===== config.mk =====
export PLATFORM = sky130hd
export DESIGN_NAME = sdh_fifo_regif
export DESIGN_NICKNAME = d
export VERILOG_FILES = /design/src/rtl/sdh_regif_pkg.sv /design/src/rtl/sdh_byte_fifo.sv /design/src/rtl/sdh_bus_decode.sv /design/src/rtl/sdh_fifo_regif.sv
export SDC_FILE = /design/constraint.sdc
export NUM_CORES = 1
export LEC_CHECK = 0
export BUFFER_PORTS_ARGS = -buffer_cell sky130_fd_sc_hd__buf_4
export CAP_MARGIN = 25
export CORE_UTILIZATION = 40
export DETAILED_ROUTE_END_ITERATION = 8
export PLACE_DENSITY = 0.63
export SYNTH_ARGS = -nofsm -noshare
export SYNTH_HDL_FRONTEND = slang
export SYNTH_HIERARCHICAL = 1
export SYNTH_SLANG_ARGS = --single-unit

===== constraint.sdc =====
create_clock -name clk -period 5.3 [get_ports clk]
set_input_delay 1.06 -clock clk [delete_from_list [all_inputs] [get_ports clk]]
set_output_delay 1.06 -clock clk [all_outputs]
set_load 0.01 [all_outputs]

===== src/rtl/sdh_regif_pkg.sv =====
package sdh_regif_pkg;

    localparam int ADDR_W  = 5;
    localparam int BYTE_W  = 8;
    localparam int Q_DEPTH = 16;
    localparam int NUM_Q   = 4;

    // queue index: even = host writes, odd = host reads
    localparam int Q_CMD_TX = 0;
    localparam int Q_CMD_RX = 1;
    localparam int Q_DAT_TX = 2;
    localparam int Q_DAT_RX = 3;

    localparam logic [ADDR_W-1:0] OFS_CMD_TX = 5'h00;
    localparam logic [ADDR_W-1:0] OFS_CMD_RX = 5'h04;
    localparam logic [ADDR_W-1:0] OFS_DAT_TX = 5'h08;
    localparam logic [ADDR_W-1:0] OFS_DAT_RX = 5'h0C;
    localparam logic [ADDR_W-1:0] OFS_STAT   = 5'h10;

    typedef enum logic [1:0] {
        FILL_EMPTY = 2'd0,
        FILL_PART  = 2'd1,
        FILL_FULL  = 2'd2
    } fill_state_t;

endpackage


===== src/rtl/sdh_byte_fifo.sv =====
module sdh_byte_fifo
    import sdh_regif_pkg::*;
#(
    parameter int DEPTH = 16,
    parameter int WIDTH = 8
) (
    input  logic             clk,
    input  logic             rst,
    input  logic             push,
    input  logic [WIDTH-1:0] wdata,
    input  logic             pop,
    output logic [WIDTH-1:0] head,
    output logic             full,
    output logic             empty
);
    localparam int            AW       = (DEPTH > 1) ? $clog2(DEPTH) : 1;
    localparam int            CW       = $clog2(DEPTH + 1);
    localparam logic [AW-1:0] PTR_LAST = AW'(DEPTH - 1);
    localparam logic [CW-1:0] CNT_MAX  = CW'(DEPTH);

    logic [WIDTH-1:0] mem [DEPTH];
    logic [AW-1:0]    wptr, rptr;
    logic [CW-1:0]    cnt, cnt_nxt;
    fill_state_t      state, state_nxt;
    logic             do_push, do_pop;

    assign do_push = push && (state != FILL_FULL);
    assign do_pop  = pop  && (state != FILL_EMPTY);

    // next count and next fill state
    always_comb begin
        cnt_nxt = cnt;
        unique case ({do_push, do_pop})
            2'b10:   cnt_nxt = cnt + 1'b1;
            2'b01:   cnt_nxt = cnt - 1'b1;
            default: cnt_nxt = cnt;
        endcase
        if (cnt_nxt == '0)
            state_nxt = FILL_EMPTY;
        else if (cnt_nxt == CNT_MAX)
            state_nxt = FILL_FULL;
        else
            state_nxt = FILL_PART;
    end

    // state register
    always_ff @(posedge clk) begin
        if (rst) begin
            state <= FILL_EMPTY;
            cnt   <= '0;
            wptr  <= '0;
            rptr  <= '0;
        end else begin
            state <= state_nxt;
            cnt   <= cnt_nxt;
            if (do_push)
                wptr <= (wptr == PTR_LAST) ? '0 : wptr + 1'b1;
            if (do_pop)
                rptr <= (rptr == PTR_LAST) ? '0 : rptr + 1'b1;
        end
    end

    always_ff @(posedge clk) begin
        if (do_push)
            mem[wptr] <= wdata;
    end

    // outputs from state
    always_comb begin
        full  = 1'b0;
        empty = 1'b0;
        unique case (state)
            FILL_EMPTY: empty = 1'b1;
            FILL_FULL:  full  = 1'b1;
            default:    ;
        endcase
        head = empty ? '0 : mem[rptr];
    end

    // a discarded push leaves the occupancy alone
    p_no_overflow_r6: assert property (@(posedge clk) disable iff (rst)
        (push && full && !pop) |=> (full && cnt == $past(cnt)));

    // popping an empty queue keeps it empty with a zero head
    p_empty_pop_r7: assert property (@(posedge clk) disable iff (rst)
        (pop && empty && !push) |=> (empty && head == '0));

    // flags never both set
    p_flag_excl_r9: assert property (@(posedge clk) disable iff (rst)
        !(full && empty));

endmodule


===== src/rtl/sdh_bus_decode.sv =====
module sdh_bus_decode
    import sdh_regif_pkg::*;
(
    input  logic              clk,
    input  logic              rst,
    input  logic [ADDR_W-1:0] bus_addr,
    input  logic              bus_wr,
    input  logic              bus_rd,
    input  logic              ctx_full,
    input  logic              crx_empty,
    input  logic              dtx_full,
    input  logic              drx_empty,
    input  logic [BYTE_W-1:0] crx_head,
    input  logic [BYTE_W-1:0] drx_head,
    output logic [1:0]        tx_push,
    output logic [1:0]        rx_pop,
    output logic [BYTE_W-1:0] bus_rdata
);
    logic [BYTE_W-1:0] rd_sel;

    assign tx_push[0] = bus_wr && (bus_addr == OFS_CMD_TX);
    assign tx_push[1] = bus_wr && (bus_addr == OFS_DAT_TX);
    assign rx_pop[0]  = bus_rd && (bus_addr == OFS_CMD_RX);
    assign rx_pop[1]  = bus_rd && (bus_addr == OFS_DAT_RX);

    always_comb begin
        unique case (bus_addr)
            OFS_CMD_RX: rd_sel = crx_head;
            OFS_DAT_RX: rd_sel = drx_head;
            OFS_STAT:   rd_sel = {4'b0000, drx_empty, dtx_full, crx_empty, ctx_full};
            default:    rd_sel = '0;
        endcase
    end

    always_ff @(posedge clk) begin
        if (rst)
            bus_rdata <= '0;
        else if (bus_rd)
            bus_rdata <= rd_sel;
    end

    // upper status bits are zero
    p_stat_upper_r5: assert property (@(posedge clk) disable iff (rst)
        (bus_rd && bus_addr == OFS_STAT) |=> (bus_rdata[7:4] == 4'b0000));

    // read of an empty response queue returns zero
    p_rx_empty_zero_r7: assert property (@(posedge clk) disable iff (rst)
        (bus_rd && bus_addr == OFS_CMD_RX && crx_empty) |=> (bus_rdata == '0));

    // read data holds between reads
    p_rdata_hold_r2: assert property (@(posedge clk) disable iff (rst)
        (!bus_rd) |=> $stable(bus_rdata));

    // a write strobe never pops a receive queue
    p_wr_no_pop_r8: assert property (@(posedge clk) disable iff (rst)
        (bus_wr && !bus_rd) |-> (rx_pop == 2'b00));

endmodule


===== src/rtl/sdh_fifo_regif.sv =====
module sdh_fifo_regif
    import sdh_regif_pkg::*;
(
    input  logic        clk,
    input  logic        rst,
    input  logic [4:0]  bus_addr,
    input  logic        bus_wr,
    input  logic        bus_rd,
    input  logic [7:0]  bus_wdata,
    output logic [7:0]  bus_rdata,
    input  logic        ctx_pop,
    output logic [7:0]  ctx_head,
    output logic        ctx_empty,
    input  logic        crx_push,
    input  logic [7:0]  crx_data,
    output logic        crx_full,
    input  logic        dtx_pop,
    output logic [7:0]  dtx_head,
    output logic        dtx_empty,
    input  logic        drx_push,
    input  logic [7:0]  drx_data,
    output logic        drx_full
);
    logic [NUM_Q-1:0]  q_push, q_pop, q_full, q_empty;
    logic [BYTE_W-1:0] q_wdata [NUM_Q];
    logic [BYTE_W-1:0] q_head  [NUM_Q];
    logic [1:0]        tx_push, rx_pop;

    assign q_push = {drx_push, tx_push[1], crx_push, tx_push[0]};
    assign q_pop  = {rx_pop[1], dtx_pop, rx_pop[0], ctx_pop};

    assign q_wdata[Q_CMD_TX] = bus_wdata;
    assign q_wdata[Q_CMD_RX] = crx_data;
    assign q_wdata[Q_DAT_TX] = bus_wdata;
    assign q_wdata[Q_DAT_RX] = drx_data;

    for (genvar q = 0; q < NUM_Q; q++) begin : g_queue
        sdh_byte_fifo #(
            .DEPTH (Q_DEPTH),
            .WIDTH (BYTE_W)
        ) fifo_i (
            .clk   (clk),
            .rst   (rst),
            .push  (q_push[q]),
            .wdata (q_wdata[q]),
            .pop   (q_pop[q]),
            .head  (q_head[q]),
            .full  (q_full[q]),
            .empty (q_empty[q])
        );
    end

    sdh_bus_decode dec_i (
        .clk       (clk),
        .rst       (rst),
        .bus_addr  (bus_addr),
        .bus_wr    (bus_wr),
        .bus_rd    (bus_rd),
        .ctx_full  (q_full[Q_CMD_TX]),
        .crx_empty (q_empty[Q_CMD_RX]),
        .dtx_full  (q_full[Q_DAT_TX]),
        .drx_empty (q_empty[Q_DAT_RX]),
        .crx_head  (q_head[Q_CMD_RX]),
        .drx_head  (q_head[Q_DAT_RX]),
        .tx_push   (tx_push),
        .rx_pop    (rx_pop),
        .bus_rdata (bus_rdata)
    );

    assign ctx_head  = q_head[Q_CMD_TX];
    assign ctx_empty = q_empty[Q_CMD_TX];
    assign dtx_head  = q_head[Q_DAT_TX];
    assign dtx_empty = q_empty[Q_DAT_TX];
    assign crx_full  = q_full[Q_CMD_RX];
    assign drx_full  = q_full[Q_DAT_RX];

endmodule


## Yosys cells after proc, flatten, opt, wreduce, memory -nomap -nowiden

Memory sizes are Yosys's and may differ from the RTL's. A register that Yosys moved wholly into a read port is not among the register bits.
Cells that the tools add are included.

- Bits in registers: 68
- RAM bits: 512
- Input port bits: 37
- Output and inout bits: 28
- Logic and storage cells: 143
- Memories: 4

- Add/sub/neg operators: 16
- Equality and inequality tests: 32
- Mux-type cells: 45
- Reductions and logical operators: 29

Memory list:

| name | words | width | rd ports | clocked after memory_dff | wr ports | line | text |
|---|---|---|---|---|---|---|---|
| g_queue[0].fifo_i.mem | 16 | 8 | 1 | 1 | 1 | sdh_byte_fifo.sv:21 | `logic [WIDTH-1:0] mem [DEPTH];` |
| g_queue[1].fifo_i.mem | 16 | 8 | 1 | 1 | 1 | sdh_byte_fifo.sv:21 |  |
| g_queue[2].fifo_i.mem | 16 | 8 | 1 | 1 | 1 | sdh_byte_fifo.sv:21 |  |
| g_queue[3].fifo_i.mem | 16 | 8 | 1 | 1 | 1 | sdh_byte_fifo.sv:21 |  |

Operators with widths:

| cell | count |
|---|---|
| 4-bit two-way mux | 16 |
| 5-bit case mux with 2 select lines | 4 |
| 4-bit by 1-bit adder with 4-bit output, second input constant | 8 |
| 4-bit equality test, second input constant | 8 |
| 8-bit two-way mux | 4 |
| 5-bit equality test, second input constant | 5 |
| 5-bit zero test | 5 |
| 8-bit case mux with 3 select lines | 1 |
| 5-bit by 1-bit adder with 5-bit output, second input constant | 4 |
| 5-bit by 1-bit subtractor with 5-bit output, second input constant | 4 |
| 2-bit equality test, second input constant | 8 |
| 1-bit two-way mux | 16 |
| 1-bit logical AND | 12 |
| 5-bit by 4-bit equality test with 1-bit output, second input constant | 2 |
| 2-bit by 1-bit equality test with 1-bit output, second input constant | 4 |
| 2-bit zero test | 4 |
| 2-bit two-way mux | 4 |
| 2-bit != test, second input constant | 4 |
| 2-bit nonzero test | 4 |
| 2-bit OR reduction | 4 |
| 5-bit by 3-bit equality test with 1-bit output, second input constant | 1 |

## Longest topological paths before layout

Gate-level depths: netlist (run 1).

- Depth after elaboration: 7
- Gate-level depth with buffers: 13
- Mapped depth without buffers: 11

## Modules after synthesis

Netlist (run 1), hierarchy kept.

Modules (own cells, without submodules):

| module | times used | cells an instance | area an instance (sq um) | seq. area each (sq um) |
|---|---|---|---|---|
| sdh_byte_fifo | 4 | 328 | 5952.0 | 4224.1 |
| sdh_bus_decode | 1 | 52 | 499.2 | 160.2 |

## Worst setup path after synthesis (run 1)

No wires, ideal clock.

- Path kind: input to register
- Start point: input bus_addr[1]
- End point: register g_queue[0].fifo_i.state[1]
- Setup time: 0.103 ns
- Arrival: 3.833 ns
- Required time: 5.197 ns
- Slack: 1.363 ns
- Cell stages on the path: 11
- Path buffers: 1
- Cells stage by stage: or3_2 -> nor2_1 -> nand2_1 -> ha_1 -> buf_2 -> xor2_1 -> ha_1 -> or3b_1 -> a2111oi_4 -> o21ai_1 -> a2111oi_2

- Word-level cells in the longest chain between the ends: 7
- Elaborated cells between the ends (all ways): 10
- Classes of those cells: eq/ne (3); mux (2); reduce/logical (5)

Ends and longest elaborated chain:

| what | line | text |
|---|---|---|
| start: declaration | sdh_fifo_regif.sv:6 | `input logic [4:0] bus_addr,` |
| 5-bit zero test (*) | sdh_bus_decode.sv:21 | `assign tx_push[0] = bus_wr && (bus_addr == OFS_CMD_TX);` |
| 1-bit logical AND (*) | sdh_bus_decode.sv:21 |  |
| via tx_push[0] | sdh_fifo_regif.sv:27 | `logic [1:0] tx_push, rx_pop;` |
| 1-bit logical AND (*) | sdh_byte_fifo.sv:27 | `assign do_push = push && (state != FILL_FULL);` |
| 2-bit by 1-bit equality test with 1-bit output / 2-bit equality test (equally long branches) | sdh_byte_fifo.sv:33 | `unique case ({do_push, do_pop})` |
| 5-bit case mux with 2 select lines (*) | sdh_byte_fifo.sv:33 |  |
| 5-bit equality test / 5-bit zero test (equally long branches) | sdh_byte_fifo.sv:40, sdh_byte_fifo.sv:38 |  |
| 2-bit two-way mux / 2-bit OR reduction (equally long branches) | -- |  |
| end signal: assignment | sdh_byte_fifo.sv:54 | `state <= state_nxt;` |
| end: declaration | sdh_byte_fifo.sv:24 | `fill_state_t state, state_nxt;` |

The timed path passes the listed nets; every way through them passes the cells marked *.
A chain may end at the register's enable or synchronous reset.

## Final worst setup path (run 1)

- Start point: input bus_addr[3]
- End point: register g_queue[0].fifo_i.state[1]

Same word-level chain as after synthesis.

==> out/results.ini, run 1 <==
[outcome]
status = completed

[clock_network]
clkSinkCount = 596
cts_hold_buf = 0
clockBufferDepth = 3
clk_pin_slew_worst_paths_ns = 0.06
cts-root-buf = clkbuf_16
cts_setup_buffers = 0
cts_resized = 0
clock_latency_ns = 0.61
cts_max_level = 2
numCtsBuffers = 61
cts_tree = built

[global_routing]
grt_first_pass_wirelength_mm = 74.29
grt_max_degree = 56
overflow = 0
grt.total_usage_pct = 15.59
antenna_found_initial = 0
grt_pass1_vias = 12440

[yosys]
syn_area_per_cell_um2 = 17.82
synth_cells = 1364
synth_nets = 1433
synth_top_flop_cell = edfxtp_1
yosysTopAreaCell = edfxtp_1
synth_common_cells = 512 x edfxtp_1, 128 x mux4_2, 84 x dfxtp_1
yosysSeqAreaShare_pct = 70.17
synth_area_um2 = 24310
async_flop_share_pct = 0
synth_top_area_share_pct = 63.25
synth.distinct_cells = 51
ys_ff_latch = 596
synth.most_common_cell = edfxtp_1
synth_edf_count = 512
yosys_warnings = 6
synth.area.top_cells = edfxtp_1 63%, mux4_2 12%, dfxtp_1 6.9%, mux2i_1 3.3%, ha_1 1.6%

[cells_and_area]
drive_gt1_share_pct = 22.93
antennaDiodeCount = 0
area_growth_pct = 14.17
finish.utilization_pct = 46.58
fin_nets = 1530

[route]
vias = 12340
antenna_left = 0
firstDrtPassIters = 5
avgRoutedWirePerCell_um = 21.14
via_per_inst = 5.405
drc = 0
drt_wl_total_mm = 48.25
drt_iter0_drc = 782

[floorplan]
dieArea_um2 = 61760
core-area_um2 = 59580
rows = 89
floorplan.initialDensity_pct = 40.80
die_x_um = 248.5
io_pins = 65
die_h_um = 248.5

[worst_setup_path]
cp_max_fo = 12
worst_ep_arrival_time_ns = 4.61
cp-start-kind = input port
crit_path_end_kind = flip-flop
critPathRequiredTime_ns = 5.80
ff2ff_setup_slack_ns = 2.07
critPathKind = in2reg

[run]
maxCapViolCount = 0

[sta]
drv_slew = 0
clock_skew_ns = 0.01728
maxClockFrequency_mhz = 243.3
hold_viol_final = 0
worst_pin_slew_ns = 1.040
relSlewSlack_pct = 29.91
tns_ns = 0
timing.hold.ws_ns = 0.4735
report.final.setup_viol = 0
min_period_ns = 4.111
min_period_over_period_pct = 77.56
rsz0062_at_grt = false

[placed_design]
port_buffers = 64
place_congestion = 0.7952
hpwlAfterDp_mm = 30.70

[power]
irDropWorstVdd_v = 0.0002816
power_density_nw_per_um2 = 344.3
p_leak_nw = 8.783

[min_path]
hp-class = reg2reg

## state kept, by name, indices dropped and copies added, names as in the netlist, named ones only
signal / count
dec_i/bus_rdata: 8
g_queue.fifo_i/cnt: 20
g_queue.fifo_i/mem: 512
g_queue.fifo_i/rptr: 16
g_queue.fifo_i/state: 8
g_queue.fifo_i/wptr: 16
## kinds of logic (layout without fill, tap and decap cells)
logic type	after synthesis	in the layout	share of synthesized area, %
muxes	208	208	15.15
and+or+nand+nor	241	241	5.606
adders and majority gates	32	32	1.647
buffers and inverters	114	259	2.100
AOI/OAI and AO/OA	153	153	4.602
xor gates and xnor gates	20	20	0.7207
DFF	596	596	70.17
## report_power, final
group          leakage [nW]  internal [W]  switching, W
registers              5.29       0.00512     0.0000239
clock network         0.950       0.00240       0.00173
logic                  2.54      0.000107      0.000180
## worst max-delay path: stages
cell and delay (ns):
buf_4 0.17, or3_2 0.47, nor2_1 0.47, nand2_1 0.39, ha_1 0.43, xor2_1 0.20
ha_1 0.24, or3b_1 0.41, a2111oi_4 0.33, o21ai_1 0.13, a2111oi_2 0.30
## cells in the final DEF, fill, tap and decap left out, drive strengths merged, types with 5 or more instances in the layout
cell type and count:
xnor2 8, nand3 8, buf 99, nand2b 9, dfxtp 84, inv 53, clkbuf 82, or3b 5
o21ai 20, nand2 33, nor2 59, edfxtp 512, nand3b 16, o22ai 36, and2 44, ha 32
or4b 9, xor2 12, or2 8, mux4 128, a2111oi 9, or2b 5, a21oi 44, mux2i 80
nor4 23, clkinv 20
## metrics by stage
step                total power, W  cell area, µm²  cells  worst slack (ns)
finish                    0.009555           27750   2282             1.189
global route              0.009867           27750   2282             1.006
CTS                       0.009652           27600   2275             1.222
detailed placement        0.005527           25680   2164            0.6024
global placement          0.005517           25640   2162            0.7086
floorplan                 0.005385           24310   1364             1.363
## final timing paths
path                              start                          to  depth (start not counted)
max reg2reg  g_queue[1].fifo_i/state[0]  g_queue[1].fifo_i/state[1]                          9
min reg2reg          dec_i/bus_rdata[5]          dec_i/bus_rdata[5]                          2
max                         bus_addr[3]  g_queue[0].fifo_i/state[1]                         11
min                  dec_i/bus_rdata[5]          dec_i/bus_rdata[5]                          2
## final cells by class
class	instances	area, µm²
fillers	4991	31820
inverters	49	183.9
multi-input cells	654	6753
well taps	773	967.2
flip-flops and latches	596	17060
clock buffers	82	1668
clock inverters	29	259.0
repair buffers	99	859.6
## routing by layer
| metal | wire length (µm) | up-vias | GRT usage, % |
|---|---|---|---|
| li1 | - | 5654 | - |
| met3 | 2178 | 86 | 2.711 |
| met5 | 0 | - | 0 |
| met1 | 22080 | 6279 | 21.76 |
| met2 | 22520 | 316 | 24.45 |
| met4 | 1474 | 0 | 5.909 |
(Power assumes the default switching activity.)
==> run 2: changes to the inputs <==
==> constraint.sdc (replaced) <==
create_clock -name clk -period 3.9 [get_ports clk]
set_input_delay 0.78 -clock clk [delete_from_list [all_inputs] [get_ports clk]]
set_output_delay 0.78 -clock clk [all_outputs]
set_load 0.01 [all_outputs]
==> out/results.ini, run 2 (synthesis gave the netlist of run 1 again) <==
[outcome]
status = completed

[global_routing]
grt_max_degree = 56  ; unchanged
antenna_found_initial = 0  ; unchanged
overflow = 0  ; unchanged
grt_first_pass_wirelength_mm = 76.18  ; +2.5%
grt_pass1_vias = 12810  ; +3.0%
grt.total_usage_pct = 15.97  ; +0.38 points

[floorplan]
die_h_um = 248.5  ; unchanged
dieArea_um2 = 61760  ; unchanged
core-area_um2 = 59580  ; unchanged
rows = 89  ; unchanged
floorplan.initialDensity_pct = 40.80  ; unchanged
die_x_um = 248.5  ; unchanged
io_pins = 65  ; unchanged

[placed_design]
place_congestion = 0.7940  ; -0.15%
place_ws_ns = 0.04568  ; -0.5567 ns
port_buffers = 64  ; unchanged
hpwlAfterDp_mm = 31.36  ; +2.2%

[power]
seqPwrFrac_pct = 54.1  ; +0.3 points
sw_frac_of_total_pct = 20.08  ; -0.17 points
power_density_nw_per_um2 = 463.3  ; +35%
pwr-share-comb_pct = 3.1  ; about the same
p_leak_nw = 8.908  ; +1.4%
internal_power_w = 0.01032  ; +35%
p_switching_w = 0.002593  ; +34%
irDropWorstVdd_v = 0.0003717  ; +32%
clkPwrFrac_pct = 42.8  ; -0.4 points

[cells_and_area]
antennaDiodeCount = 0  ; unchanged
mostFrequentLayoutCell = edfxtp_1
largest_register = g_queue.fifo_i/mem
biggestRegsByFlops = g_queue.fifo_i/mem x512, g_queue.fifo_i/cnt x20
area_growth_pct = 14.65
fin_nets = 1561  ; +2.0%
finish.utilization_pct = 46.78  ; +0.20 points
largest_register_ff_count = 512  ; unchanged
drive_gt1_share_pct = 24.66  ; +1.7 points
layout_common_cells = 512 x edfxtp_1, 131 x buf_4, 128 x mux4_2

[worst_setup_path]
r2r_end = g_queue[1].fifo_i/state[1]
cp-start-kind = flip-flop
worst_ep_arrival_time_ns = 2.62  ; -1.99 ns
r2r_start = g_queue[1].fifo_i/state[1]
critPathKind = reg2out
critPathRequiredTime_ns = 3.12  ; -2.68 ns
cp_max_fo = 14  ; +2
rr_worst_depth = 9  ; unchanged
crit_path_end_kind = primary output
ff2ff_setup_slack_ns = 0.86  ; -1.21 ns

[route]
wl_met2_mm = 23.18  ; +2.9%
avgRoutedWirePerCell_um = 21.23  ; +0.43%
antenna_left = 0  ; unchanged
via_per_inst = 5.392  ; -0.24%
met1_length_mm = 22.62  ; +2.4%
drc = 0  ; unchanged
wl_met3_mm = 2.123  ; -2.5%
drt_wl_total_mm = 49.14  ; +1.8%
drt_iter0_drc = 732  ; -6.4%
vias = 12480  ; +1.2%
firstDrtPassIters = 5  ; unchanged
highest_layer = met4

[run]
maxCapViolCount = 0  ; unchanged

[sta]
tns_ns = 0  ; unchanged
maxClockFrequency_mhz = 294.5
rsz0062_at_grt = false
worst_pin_slew_ns = 0.9843  ; -0.05599 ns
layout_setup_ws_ns = 0.5041  ; -0.6849 ns
report.final.setup_viol = 0  ; unchanged
min_period_over_period_pct = 87.07
clock_skew_ns = 0.009196  ; -0.008085 ns
min_period_ns = 3.396
drv_slew = 0  ; unchanged
hold_viol_final = 0  ; unchanged
relSlewSlack_pct = 34.14  ; +4.2 points

[clock_network]
clk_pin_slew_worst_paths_ns = 0.06  ; about the same
cts_tree = built
numCtsBuffers = 59  ; -3.3%
clkSinkCount = 596  ; unchanged
cts-root-buf = clkbuf_16
cts_setup_buffers = 0  ; unchanged
cts_hold_buf = 0  ; unchanged
clockBufferDepth = 3  ; unchanged
cts_resized = 0  ; unchanged
clock_latency_ns = 0.60  ; about the same
cts_max_level = 2  ; unchanged

[min_path]
hold_path_end = g_queue[3].fifo_i/mem[14][7]
hp-class = in2reg
worstHoldStart = drx_data[7]
min_path_cells = 1  ; -1

==> run 2: power groups by stage <==
stage | clock (W) | sequential [W] | combinational [W]
detailed placement | 0 | 0.00712 | 0.000403
global route | 0.00590 | 0.00698 | 0.000434
CTS | 0.00565 | 0.00698 | 0.000404
global placement | 0 | 0.00712 | 0.000390
finish | 0.00553 | 0.00698 | 0.000398
floorplan | 0 | 0.00711 | 0.000209
==> run 2: final cells by class <==
type | instances | area [µm²]
clock buffer | 89 | 1710
multi-input combinational | 654 | 6753
tap | 773 | 967.2
inverter | 49 | 183.9
sequential | 596 | 17060
timing repair buffer | 132 | 1003
clock inverter | 21 | 190.2
fill | 4947 | 31710
==> run 2: worst max path at each step <==
stage,from,slack (ns),endpoint,cells past startpoint
after global routing,flip-flop,0.35,dtx_head[6],5
final,flip-flop,0.50,dtx_head[6],5
after floorplan,bus_addr[1],0.24,g_queue[0].fifo_i/state[1],11
after CTS,flip-flop,0.42,dtx_head[6],5
after global placement,bus_addr[1],0.11,g_queue[0].fifo_i/state[1],11
after detailed placement,bus_addr[0],0.05,g_queue[0].fifo_i/state[1],11
==> run 2: per-layer routing <==
metal | track usage, % | up-vias
li1 | - | 5700
met1 | 21.99 | 6434
met2 | 25.99 | 276
met3 | 2.429 | 68
met4 | 5.288 | 0
met5 | 0 | -
==> run 2: critical path, cell delays in order, from the launching register on <==
cell	delay, ns
dfxtp_1	0.80
buf_4	0.36
mux4_2	0.36
mux2i_1	0.16
o22ai_1	0.15
buf_4	0.18
==> run 2: through the flow <==
step	instance area, µm²	hold WS, ns	power [W]	instances
floorplan	24310	0.4629	0.007318	1364
global route	27870	0.4674	0.01332	2314
CTS	27870	0.4331	0.01304	2314
detailed placement	25970	0.4611	0.007520	2204
global placement	25970	0.4517	0.007506	2204
finish	27870	0.4765	0.01291	2314
